### config.mk
export PLATFORM = sky130hd
export DESIGN_NAME = ctr_machine_core
export DESIGN_NICKNAME = d
export VERILOG_FILES = /design/src/rtl/cm_pkg.sv /design/src/rtl/cm_fetch.sv /design/src/rtl/cm_regfile.sv /design/src/rtl/cm_alu.sv /design/src/rtl/ctr_machine_core.sv
export SDC_FILE = /design/constraint.sdc
export NUM_CORES = 2
export LEC_CHECK = 0
export BUFFER_PORTS_ARGS = -buffer_cell sky130_fd_sc_hd__buf_2
export CORE_MARGIN = 2
export CORE_UTILIZATION = 68
export DETAILED_ROUTE_END_ITERATION = 10
export PLACE_DENSITY = 0.85
export SLEW_MARGIN = 5
export SYNTH_ARGS = -nofsm -noshare
export SYNTH_HDL_FRONTEND = slang
export SYNTH_SLANG_ARGS = --single-unit
### constraint.sdc
create_clock -name clk -period 10.6 [get_ports clk]
set_clock_uncertainty 0.2 [all_clocks]
set_input_delay 0 -clock clk [delete_from_list [all_inputs] [get_ports clk]]
set_output_delay 0 -clock clk [all_outputs]
set_load 0.02 [all_outputs]
### src/rtl/cm_pkg.sv
package cm_pkg;
  localparam int WORD_W = 8;
  localparam int IDX_W  = 4;

  typedef struct packed {
    logic wb;
    logic jmp;
    logic zro;
    logic dec;
  } ctl_t;
endpackage

### src/rtl/cm_fetch.sv
module cm_fetch #(
  parameter int PC_W   = 8,
  parameter int WORD_W = 8
) (
  input  logic              clk,
  input  logic              rst,
  input  logic              prog_we,
  input  logic [PC_W-1:0]   prog_addr,
  input  logic [WORD_W-1:0] prog_data,
  input  logic              load_en,
  input  logic [PC_W-1:0]   load_addr,
  output logic [PC_W-1:0]   pc,
  output logic [WORD_W-1:0] word
);
  localparam int DEPTH = 2 ** PC_W;

  logic [WORD_W-1:0] store [DEPTH];

  always_ff @(posedge clk) begin
    if (prog_we) store[prog_addr] <= prog_data;
  end

  always_ff @(posedge clk) begin
    if (rst) word <= '0;
    else     word <= store[pc];
  end

  always_ff @(posedge clk) begin
    if (rst)          pc <= '0;
    else if (load_en) pc <= load_addr;
    else              pc <= pc + PC_W'(1);
  end

  a_r7_pc_step: assert property (@(posedge clk) disable iff (rst)
    !load_en |=> pc == $past(pc) + PC_W'(1));

  a_r8_pc_load: assert property (@(posedge clk) disable iff (rst)
    load_en |=> pc == $past(load_addr));
endmodule

### src/rtl/cm_regfile.sv
module cm_regfile #(
  parameter int NREG = 16,
  parameter int DW   = 4
) (
  input  logic                    clk,
  input  logic                    rst,
  input  logic [$clog2(NREG)-1:0] idx,
  input  logic                    we,
  input  logic [DW-1:0]           wdata,
  output logic [DW-1:0]           rdata,
  input  logic [$clog2(NREG)-1:0] dbg_sel,
  output logic [DW-1:0]           dbg_val
);
  logic [DW-1:0] regs [NREG];

  assign rdata = regs[idx];

  always_ff @(posedge clk) begin
    if (rst) begin
      for (int i = 0; i < NREG; i++) regs[i] <= '0;
    end else if (we) begin
      regs[idx] <= wdata;
    end
  end

  always_ff @(posedge clk) begin
    dbg_val <= regs[dbg_sel];
  end
endmodule

### src/rtl/cm_alu.sv
module cm_alu #(
  parameter int DW = 4
) (
  input  logic [DW-1:0] val,
  input  logic          dec,
  input  logic          zro,
  output logic [DW-1:0] res
);
  logic [DW-1:0] pre, sum;

  always_comb begin
    pre = dec ? ~val : val;
    sum = pre + DW'(1);
    res = zro ? '0 : (dec ? ~sum : sum);
  end

  always_comb begin
    if (!zro && dec) begin
      a_r3_dec_inverse: assert (DW'(res + DW'(1)) == val);
    end
  end
endmodule

### src/rtl/ctr_machine_core.sv
module ctr_machine_core #(
  parameter int PC_W = 8,
  parameter int NREG = 16,
  parameter int DW   = 4
) (
  input  logic                    clk,
  input  logic                    rst,
  input  logic                    prog_we,
  input  logic [PC_W-1:0]         prog_addr,
  input  logic [cm_pkg::WORD_W-1:0] prog_data,
  input  logic [$clog2(NREG)-1:0] dbg_sel,
  output logic [PC_W-1:0]         dbg_pc,
  output logic [DW-1:0]           dbg_val
);
  import cm_pkg::*;
  localparam int RI_W = $clog2(NREG);

  logic [PC_W-1:0]   pc;
  logic [WORD_W-1:0] word;
  ctl_t              ctl;
  logic [RI_W-1:0]   idx;
  logic [DW-1:0]     rdata, wdata;
  logic              slot_q, take_q;
  logic              live, rf_we, is_jump, taken;

  assign ctl     = ctl_t'(word[WORD_W-1:WORD_W-4]);
  assign idx     = word[RI_W-1:0];
  assign live    = !slot_q;
  assign rf_we   = live && ctl.wb;
  assign is_jump = live && ctl.jmp;
  assign taken   = (ctl.zro && ctl.dec) || (rdata != '0);

  always_ff @(posedge clk) begin
    if (rst) begin
      slot_q <= 1'b0;
      take_q <= 1'b0;
    end else begin
      slot_q <= is_jump;
      take_q <= is_jump && taken;
    end
  end

  cm_fetch #(.PC_W(PC_W), .WORD_W(WORD_W)) u_fetch (
    .clk(clk), .rst(rst),
    .prog_we(prog_we), .prog_addr(prog_addr), .prog_data(prog_data),
    .load_en(take_q), .load_addr(word[PC_W-1:0]),
    .pc(pc), .word(word)
  );

  cm_regfile #(.NREG(NREG), .DW(DW)) u_rf (
    .clk(clk), .rst(rst), .idx(idx), .we(rf_we), .wdata(wdata),
    .rdata(rdata), .dbg_sel(dbg_sel), .dbg_val(dbg_val)
  );

  cm_alu #(.DW(DW)) u_alu (
    .val(rdata), .dec(ctl.dec), .zro(ctl.zro), .res(wdata)
  );

  assign dbg_pc = pc;

  a_r10_take_needs_slot: assert property (@(posedge clk) disable iff (rst)
    take_q |-> slot_q);

  a_r10_slot_once: assert property (@(posedge clk) disable iff (rst)
    slot_q |=> !slot_q);
endmodule

==> results.md <==
Outcome:
- The run finished, with violations left.
- The checks that failed: DRC.

Cells and area:
- The storage element area is 63,900 µm².
- Compared with the post-synthesis result, the final layout area differs by 9.78%.
- The core utilization of the finished layout is 75.4%.
- The area of the multi-input gates is 18,800 µm².
- After the flow finishes, the layout carries non-filler instances totaling 6,012.
- The commonest non-fill, non-tap cell in the layout is edfxtp_1.
- The count of filler cells inserted in the layout is 5,875.
- Leaving out fill and tap cells, the most frequent cells in the layout are edfxtp_1, mux4_2, nor2_1.
- The post-route netlist has 20.4% of its cells at a drive strength greater than 1.
- At the end of the flow, the number of nets in the layout was 4,241.

Detailed routing:
- After the first detailed-routing iteration, the DRC count stood at 9,164.
- After detailed routing, the number of vias per cell comes to 7.69.
- The remaining antenna violation count is 0.
- The number of design rule violations left after detail routing is 3.
- After detailed routing, the average wire length per cell comes to 38.1 µm.
- The routed design has 229,000 µm of wire.
- The first TritonRoute pass finished after 11 iterations.
- For this block, the via count after detailed routing is 46,300.

Global routing:
- The wire length of the first global-routing pass is 327,000 µm.
- After global routing the overflow that remains totals 0.
- In the global route stage, overall resource usage came out at 36.8%.
- The initial antenna violation count is 18.
- Entering global routing, the biggest net connects 164 pins.
- The number of global-route vias before repair is 45,500.

Die:
- The floorplan core area is 122,000 µm².
- In this run the count of I/O pins placed on the die edge is 35.
- The floorplan die width is 355 µm.
- The die is 355 µm tall.
- The die covers 126,000 µm².
- For this configuration, the core starts out at a cell density of 68.6%.
- The cell row count is 128.

Power and ir drop:
- The switching power of the nets is 0.00591 W.
- Power spread over the standard cell area amounts to 224 nW/µm².
- Summing internal, switching and leakage power gives 0.0206 W.
- The cell leakage power is 28.1 nW.
- Combinational logic burns 20.7% of the power.
- Internal power comes to 0.0147 W.
- Net switching is 28.7% of the power.
- The share of total power in the clock network is 33.3%.
- Sequential cells account for 46.0% of the total power.
- The peak ir drop on the vdd network is 0.188 mV.

Worst setup path:
- The critical path ends at u_fetch.word[6].
- The critical path goes through buf_12, buf_4, mux4_2, mux4_2, nand2_1, a211oi_1, nor4_1, o32ai_1.
- The worst register-to-register path ends at u_fetch.word[6].
- For the worst setup path, the data arrival time is 5810 ps.
- The type of the worst setup path is flip-flop to flip-flop.
- The cell repeated most along the worst path is mux4_2.
- The critical path contains buffers and inverters numbering 2 combined.
- STA classifies the critical path startpoint as a flip-flop.
- The launch point of the worst path is u_fetch.pc[0].
- Among all stages on the critical path, the largest delay is contributed by dfxtp_4.
- For the worst setup path, the data required time is 11,070 ps.
- Among cell families on the critical path, the largest total delay comes from buffers and inverters.
- The number of cells on the worst reg-to-reg path is 8.
- The worst setup slack for register-to-register paths is 5260 ps.
- The startpoint identified for the worst register-to-register timing path is u_fetch.pc[0].
- For this run, the slowest stage of the critical path takes 820 ps.
- The critical path depth in cells is 8.
- The worst setup path is captured at a flip-flop.
- Along the worst path, the maximum fanout reaches 95.

Clock network:
- Clock-pin slew was measured on the worst setup and hold paths at 60 ps.
- The latest clock arrival within the worst-skew pair is 850 ps.
- The clock buffer count from CTS is 196.
- The total setup buffers inserted after CTS is 0.
- TritonCTS built the clock tree.
- The number of sinks on the clock net is 2,134.
- The tree is rooted in a clkbuf_16.
- The number of gates resized after CTS was 0.
- The deepest clock path buffer count is 3.
- The level count of the clock H-tree is 4.

Flow run:
- The tool flagged a number of max-cap violations equal to 0.

Timing:
- The count of endpoints failing hold in the final timing report is 0.
- Setup repair after global routing left no endpoint under its margin.
- The setup-violating endpoint count in the final report is 0.
- The minimum hold slack is 59.3 ps.
- For this run, the top clock speed supported by timing is 187 MHz.
- The max-slew violation count is 0.
- Adding up every negative setup slack in the final design gives 0 ps.
- Dividing the final minimum period by the clock period gives 50.3%.
- The slew at the pin with the worst max-slew slack is 1400 ps.
- In this run the tightest slew margin relative to its limit is 6.29%.
- The worst path in the final design needs a cycle of 5340 ps, including I/O delays and setup.

Yosys:
- A synthesized cell averages 20.2 µm².
- The synthesized netlist occupies a cell area of 83,800 µm².
- For this run, asynchronously set or reset flops after synthesis account for 0%.
- The flip-flop and latch count after synthesis is 2,134.
- For this run, the leading register cell type out of synthesis is edfxtp_1.
- The post-synth net total is 4,174.
- The post-synthesis cell count is 4,149.
- The count of warnings emitted by yosys is 0.
- The count of cell types in the netlist is 61.
- Sequential elements use 76.2% of the synthesized area.
- The synthesized design contains 2,112 enable-type register cells.

Placed design:
- The final weighted congestion in routability-driven placement is 0.907.
- The post-placement cell count is 5,616.
- The total half-perimeter wirelength after legalization and detailed placement is 124,000 µm.
- During placement, the flow inserted port buffers numbering 34.

Worst hold path:
- The worst hold path belongs to the class input pin to flip-flop.
[timing repair]
action	CTS	global route
hold buffers	26	0
endpoints found under the setup margin	0	0
hold endpoints to repair	1312	0
[logic make-up (layout without fill, tap and decap cells)]
logic type | after synthesis | count (layout) | synth area share, %
AOI/OAI and AO/OA | 378 | 378 | 3.26
xor gates and xnor gates | 10 | 10 | 0.105
adders and majority gates | 2 | 2 | 0.0299
buffers and inverters | 268 | 492 | 1.38
DFF | 2134 | 2134 | 76.2
muxes | 716 | 716 | 15.7
other | 0 | 14 | 0
and+or+nand+nor | 641 | 641 | 3.34
[synth_stat cells, types with 22 or more instances]
master,n,area [µm²]
mux4_2,470,10600
mux2_2,25,282
a21oi_1,66,330
o21ai_0,47,235
nand3_1,40,200
buf_2,57,285
buf_1,34,128
edfxtp_1,2112,63400
a221oi_1,65,569
nand2_1,89,334
o31ai_1,23,173
nor2_1,374,1400
mux2i_1,219,2190
nand2b_1,38,238
a22oi_1,41,308
clkbuf_1,156,586
o22ai_1,25,156
dfxtp_1,22,440
nor2b_1,24,150
[worst min-delay path by stage]
stage,endpoint,start,cells past startpoint,slack [ps]
after floorplan,u_fetch.store[0][0],prog_data[0],0,-100
after global placement,u_rf.dbg_val[0],dbg_sel[3],2,140
after detailed placement,u_rf.dbg_val[1],dbg_sel[3],2,160
after CTS,u_fetch.pc[1],rst,3,20
after global routing,u_fetch.pc[7],rst,3,80
final,u_fetch.pc[1],rst,3,60
[worst min-delay path: cells and delay by family]
| family | cells | cell delay [ps] |
|---|---|---|
| buffers and inverters | 2 | 870 |
| AND/OR/NAND/NOR | 1 | 170 |
[routing by layer]
metal | global-route usage [%] | wire (µm) | vias up
li1 | - | - | 17300
met1 | 47.5 | 71600 | 23200
met2 | 56.5 | 107000 | 4784
met3 | 11.1 | 33400 | 1028
met4 | 21.4 | 16600 | 28
met5 | 0 | 219 | -
[sequential cells by signal, indices dropped and copies added, names as in the netlist]
register and flops:
slot_q 1, u_fetch.pc 8, u_rf.regs 64, take_q 1, u_fetch.store 2048, u_rf.dbg_val 4
u_fetch.word 8
[power by group through the flow]
stage | logic, W | registers (W) | clock network, W
6_report | 0.00428 | 0.00949 | 0.00687
3_5_place_dp | 0.00401 | 0.00965 | 0
2_1_floorplan | 0.00277 | 0.00955 | 0
5_1_grt | 0.00435 | 0.00948 | 0.00711
4_1_cts | 0.00415 | 0.00948 | 0.00685
3_3_place_gp | 0.00390 | 0.00965 | 0
[area by class of cell]
type / instances / share of cell area (%)
clock inverter: 98 / 0.973
tap: 1625 / 2.21
inverter: 4 / 0.0177
clock buffer: 257 / 5.63
multi-input combinational: 1747 / 20.4
timing repair buffer: 133 / 1.22
sequential: 2134 / 69.5
antenna: 14 / 0.0381
[through the flow]
stage / cell area (µm²) / setup slack [ps]
final: 92000 / 5260
after global routing: 91900 / 5180
after CTS: 91900 / 5490
after detailed placement: 85600 / 5560
after global placement: 85600 / 5640
after floorplan: 83800 / 7120
Note: power is estimated with default switching activity, not from simulation.
